<file path="config.mk">
export PLATFORM = sky130hd
export DESIGN_NAME = refresh_queue_top
export DESIGN_NICKNAME = d
export VERILOG_FILES = /design/src/rtl/refq_pkg.sv /design/src/rtl/refq_timer.sv /design/src/rtl/refq_backlog.sv /design/src/rtl/refq_grade.sv /design/src/rtl/refresh_queue_top.sv
export SDC_FILE = /design/constraint.sdc
export NUM_CORES = 1
export LEC_CHECK = 0
export ABC_AREA = 0
export CORE_MARGIN = 5
export CORE_UTILIZATION = 56
export DETAILED_ROUTE_END_ITERATION = 8
export PLACE_DENSITY = 0.83
export RECOVER_POWER = 50
export SYNTH_ARGS = -nofsm -noshare
export SYNTH_HDL_FRONTEND = slang
export SYNTH_SLANG_ARGS = --single-unit
</file>
<file path="constraint.sdc">
create_clock -name clk -period 7.45 [get_ports clk]
set_clock_uncertainty 0.1 [all_clocks]
set_input_delay 1.49 -clock clk [delete_from_list [all_inputs] [get_ports clk]]
set_output_delay 1.49 -clock clk [all_outputs]
set_load 0.005 [all_outputs]
</file>
<file path="src/rtl/refq_pkg.sv">
package refq_pkg;

    typedef enum logic [1:0] {
        URG_NONE = 2'd0,
        URG_LOW  = 2'd1,
        URG_MED  = 2'd2,
        URG_HIGH = 2'd3
    } refq_urg_e;

    typedef enum logic [1:0] {
        CNT_HOLD,
        CNT_INC,
        CNT_DEC,
        CNT_SAT
    } refq_step_e;

    function automatic refq_urg_e urg_of_fill(input int unsigned fill,
                                              input logic        graded,
                                              input int unsigned depth,
                                              input int unsigned med_at);
        if (fill == 0)          return URG_NONE;
        else if (!graded)       return URG_HIGH;
        else if (fill >= depth) return URG_HIGH;
        else if (fill >= med_at) return URG_MED;
        else                    return URG_LOW;
    endfunction

    function automatic refq_step_e step_of(input logic expire,
                                           input logic done,
                                           input logic empty,
                                           input logic full);
        if (expire && !done)      return full ? CNT_SAT : CNT_INC;
        else if (expire && done)  return empty ? CNT_INC : CNT_HOLD;
        else if (done && !empty)  return CNT_DEC;
        else                      return CNT_HOLD;
    endfunction

endpackage

</file>
<file path="src/rtl/refq_timer.sv">
module refq_timer #(
    parameter int TIMER_W = 11
) (
    input  logic               clk,
    input  logic               rst,
    input  logic [TIMER_W-1:0] interval,
    output logic               expire
);
    logic [TIMER_W-1:0] ticks_q;
    logic [TIMER_W-1:0] last_tick;

    assign last_tick = interval - TIMER_W'(1);
    assign expire    = (ticks_q >= last_tick);

    always_ff @(posedge clk) begin
        if (rst)         ticks_q <= '0;
        else if (expire) ticks_q <= '0;
        else             ticks_q <= ticks_q + TIMER_W'(1);
    end
endmodule

</file>
<file path="src/rtl/refq_backlog.sv">
module refq_backlog
    import refq_pkg::*;
#(
    parameter int DEPTH = 7,
    localparam int CNT_W = $clog2(DEPTH + 1)
) (
    input  logic             clk,
    input  logic             rst,
    input  logic             expire,
    input  logic             done,
    output logic [CNT_W-1:0] fill,
    output logic             lost
);
    logic       empty, full;
    refq_step_e step;

    assign empty = (fill == '0);
    assign full  = (fill == CNT_W'(DEPTH));
    assign step  = step_of(expire, done, empty, full);

    always_ff @(posedge clk) begin
        if (rst) begin
            fill <= '0;
            lost <= 1'b0;
        end else begin
            unique case (step)
                CNT_INC:  fill <= fill + CNT_W'(1);
                CNT_DEC:  fill <= fill - CNT_W'(1);
                CNT_SAT:  lost <= 1'b1;
                default:  fill <= fill;
            endcase
        end
    end
endmodule

</file>
<file path="src/rtl/refq_grade.sv">
module refq_grade
    import refq_pkg::*;
#(
    parameter int DEPTH  = 7,
    parameter int MED_AT = 4,
    localparam int CNT_W = $clog2(DEPTH + 1)
) (
    input  logic [CNT_W-1:0] fill,
    input  logic             graded,
    output refq_urg_e        urg
);
    always_comb begin
        urg = urg_of_fill(int'(unsigned'(fill)), graded, DEPTH, MED_AT);
    end
endmodule

</file>
<file path="src/rtl/refresh_queue_top.sv">
module refresh_queue_top
    import refq_pkg::*;
#(
    parameter int TIMER_W = 11,
    parameter int DEPTH   = 7,
    parameter int MED_AT  = 4
) (
    input  logic               clk,
    input  logic               rst,
    input  logic [TIMER_W-1:0] reload_val,
    input  logic               queue_en,
    input  logic               ack,
    output logic               req,
    output logic [1:0]         prio,
    output logic               overflow
);
    localparam int CNT_W = $clog2(DEPTH + 1);

    logic             expire;
    logic [CNT_W-1:0] fill;
    refq_urg_e        urg;

    refq_timer #(.TIMER_W(TIMER_W)) timer_i (
        .clk      (clk),
        .rst      (rst),
        .interval (reload_val),
        .expire   (expire)
    );

    refq_backlog #(.DEPTH(DEPTH)) backlog_i (
        .clk    (clk),
        .rst    (rst),
        .expire (expire),
        .done   (ack),
        .fill   (fill),
        .lost   (overflow)
    );

    refq_grade #(.DEPTH(DEPTH), .MED_AT(MED_AT)) grade_i (
        .fill   (fill),
        .graded (queue_en),
        .urg    (urg)
    );

    assign req  = (fill != '0);
    assign prio = urg;
endmodule

</file>
==> results <==
- The total standard cell area after synthesis is 1110 um2.
- The global-route congestion overflow total is 0.
- After the first detailed-routing iteration, the DRC count stood at 10.
- The largest buffer count on any clock path is 2.
- The total routing resource utilization after global routing is 0.190.
- The min-delay analysis places its worst path in the category register to register.
- Following the worst setup path forward leads to its endpoint at backlog_i.fill[2].
- The number of flops mapped to enable cells by yosys is 0.
- The core footprint is between 1500 and 2000 um2.
- The cell taking the most area after synthesis is sky130_fd_sc_hd__dfxtp_1.
- In the final design database the tool counted 186 nets.
- The Yosys step of the flow raised 0 warnings.
- The die covers about 3000 um2.
- For this block, the routed nets add up to 2.42 mm of wire.
- The largest incremental delay on the critical path is 0.60 ns.
- Detailed routing inserted a total of 1006 vias.
- The total design power is approximately 240 uW.
- The number of nets with antenna violations after detailed routing is 0.
- When the netlist entered floorplanning its net count stood at 165.
- Entering global routing, the biggest net connects 12 pins.
- The worst register-to-register path ends at backlog_i.fill[2].
- The routed wire length per instance is 13.4 um.
- The commonest cells after synthesis are sky130_fd_sc_hd__nor2_1 (23), sky130_fd_sc_hd__dfxtp_1 (15), sky130_fd_sc_hd__ha_1 (15).
- TritonCTS built the clock tree.
- The number of max-slew violations in the final report is 0.
- The floorplan step set the die width to about 54 um.
- Setup violations remaining at the end of the flow were counted as 0.
- Static timing analysis puts the maximum clock frequency at 0.189 GHz.
- The diode insertion count for antenna repair is 0.
- The total of hold buffers inserted after clock tree synthesis is 0.
- Summing all placed instances gives a cell area of 1310 um2.
- The run finished with clean final reports.
- The type of element launching the critical path is an input pin.
- The first detailed-routing pass ran for 6 iterations.
- Routability-driven placement finished with a final weighted congestion of 0.767.
- For flop-to-flop paths, the worst setup slack is between 4 and 5 ns.
- The synthesized area per cell is approximately 8.3 um2.
- Summed over all cells, the static leakage comes to approximately 0.00055 uW.
- The CTS root buffer is sky130_fd_sc_hd__clkbuf_4.
- The kind of end point of the critical path is a register.
- The die is 54.5 um tall.
- Among all flip-flop cells after synthesis, the most frequent one is sky130_fd_sc_hd__dfxtp_1.
- The power per standard cell area is about 180 nW/um2.
- The proportion of synthesized chip area in sequential cells is 0.271.
- The number of antenna violations at the first check in global routing is 0.
- Synthesis inferred 15 register bits.
- The max-cap check violation count is 0.
- The critical path's slowest cell is sky130_fd_sc_hd__dlygate4sd3_1.
- The number of filler instances in the final layout is 165.
- In the final layout, the share of cells above drive strength 1 is 0.0325.
- The maximum VDD drop is 0.000153 V.
- The number of top-level pins is 19.
- The start of the worst register-to-register path is timer_i.ticks_q[2].
- The kind of critical path is input pin to register.
- The worst pin sits at a relative slew slack of 0.722.
- Input and output buffers added on the ports amount to 18.
- Clock tree synthesis inserted a total of 3 buffers.
- The largest fanout on the critical path is 3.
- Ranked by total cell area, the synthesized netlist is headed by sky130_fd_sc_hd__dfxtp_1 (27%), sky130_fd_sc_hd__ha_1 (17%), sky130_fd_sc_hd__xnor2_1 (8.7%), sky130_fd_sc_hd__xor2_1 (7.9%), sky130_fd_sc_hd__nor2_1 (7.8%).
- In this run the worst setup path begins at reload_val[3].
- For the final routed database, the setup TNS stands at 0 ns.
- The actual transition at the worst max-transition pin is roughly 0.41 ns.
- The number of clock sinks is 15.
- Traced cell by cell, the critical path runs through dlygate4sd3_1 > nor4_1 > nand2_1 > nor3_1 > xnor2_1 > ha_1 > nand4_1 > o31ai_1 > nor2_1 > o21ai_0 > ha_1 > inv_1 > fa_1 > xnor2_1 > nand2_1 > xor2_1 > nor2_1.
- The clock edge transition at the registers on the reported setup and hold paths is ~0.080 ns.
- Yosys mapped the design onto 31 distinct sky130hd cell types.
- Setup repair after global routing left no endpoint under its margin.
- The row count is 16.
- The global-route wire length before repair is 4.00 mm.
- The total non-filler cell area in the finished layout is 1330 um2.
- The number of gates resized after CTS was 0.
- The post-route fraction of the period consumed by the critical path is 0.709.
- The share of Yosys cell area claimed by the top area cell type is 0.271.
- The average vias per placed instance is around 5.6.
- The maximum level of the CTS H-tree is 1.
- Of all flip-flops after synthesis, the portion carrying an async set or reset was 0.
- The depth of the worst register-to-register path is 13.
- By instance count, the leading cell after synthesis is sky130_fd_sc_hd__nor2_1.
- The via count of the first global-routing pass is 1002.
- The post-CTS setup buffer count is 0.
- Counting I/O delays and the setup requirement, the final critical path takes 5.29 ns.
- Data arrives at the worst endpoint at 5.36 ns.
- The clock insertion delay at the later pin of the skew report is 0.28 ns.
- For this configuration, the core starts out at a cell density of 0.577.
- For the worst setup path, the data required time is around 7.5 ns.
- The fraction of the core area covered by cells at the end of the flow is 0.694.
- In the routed design, unresolved DRC markers number 0.
- Detailed placement finished with a half-perimeter wire length of 2.01 mm.
- The signed area change from the synthesized netlist to the final layout is 20.3%.
- The gate count after technology mapping is 134.
- The number of hold violations in the final report is 0.
## worst min path at each step
stage                       startpoint                 end  slack (ns)  cells after the start
global route        timer_i.ticks_q[0]  timer_i.ticks_q[0]        0.41                      1
floorplan           timer_i.ticks_q[0]  timer_i.ticks_q[0]        0.33                      1
finish                  backlog_i.lost      backlog_i.lost        0.37                      2
detailed placement  timer_i.ticks_q[0]  timer_i.ticks_q[0]        0.36                      1
CTS                 timer_i.ticks_q[0]  timer_i.ticks_q[0]        0.38                      1
global placement    timer_i.ticks_q[0]  timer_i.ticks_q[0]        0.34                      1
## logic make-up after synthesis
kind of cell,after synthesis,synth area share
DFF,15,0.271
and+or+nand+nor,56,0.239
xor gates and xnor gates,21,0.166
AOI/OAI and AO/OA,17,0.0993
adders and majority gates,16,0.187
buffers and inverters,9,0.0372
## cell usage in the layout, fill, tap and decap left out, types with 5 or more instances in the layout
| master | count |
|---|---|
| sky130_fd_sc_hd__nand2_1 | 9 |
| sky130_fd_sc_hd__nor2_1 | 23 |
| sky130_fd_sc_hd__xnor2_1 | 11 |
| sky130_fd_sc_hd__dfxtp_1 | 15 |
| sky130_fd_sc_hd__ha_1 | 15 |
| sky130_fd_sc_hd__a21oi_1 | 6 |
| sky130_fd_sc_hd__inv_1 | 7 |
| sky130_fd_sc_hd__clkdlybuf4s50_1 | 14 |
| sky130_fd_sc_hd__xor2_1 | 10 |
| sky130_fd_sc_hd__nand4_1 | 5 |
## routing by layer
metal  GRT usage  wire [um]  vias to the layer above
met2       0.388       1370                       25
li1            -          -                      503
met3      0.0599        108                        4
met5           0          0                        -
met4      0.0498         20                        0
met1       0.176        920                      474
## worst max-delay path: cells and delay by family
family	cells	cell delay (ns)
compound gates	2	0.70
xor+xnor	3	0.38
fa+ha+maj	3	0.95
buf+inv	2	0.67
simple gates	7	1.16
## metrics by stage
step / std cells / worst slack [ns] / hold slack (ns)
floorplan: 134 / 2.92 / 0.330
global placement: 177 / 2.13 / 0.344
detailed placement: 177 / 1.99 / 0.360
CTS: 181 / 2.28 / 0.379
global route: 181 / 1.80 / 0.406
finish: 181 / 2.16 / 0.370
## state kept, by name, indices dropped and copies added, names as in the netlist
signal	flops
timer_i.ticks_q	11
backlog_i.fill	3
backlog_i.lost	1
## where the power goes
part	leakage [uW]	internal (uW)	switching, uW	total [uW]
sequential	0.000122	86.4	10.2	96.6
clock	0.0000150	20.8	24.3	45.0
combinational	0.000410	53.0	45.1	98.1
total	0.000547	160	79.6	240
## cell type report
type                    count  area, um2  area share
well taps                  27       33.8      0.0253
flip-flops and latches     15        300       0.225
repair buffers             18        180       0.135
inverters                   7       26.3      0.0197
clock buffers               4       26.3      0.0197
multi-input cells         110        767       0.575
(Power assumes the default switching activity.)
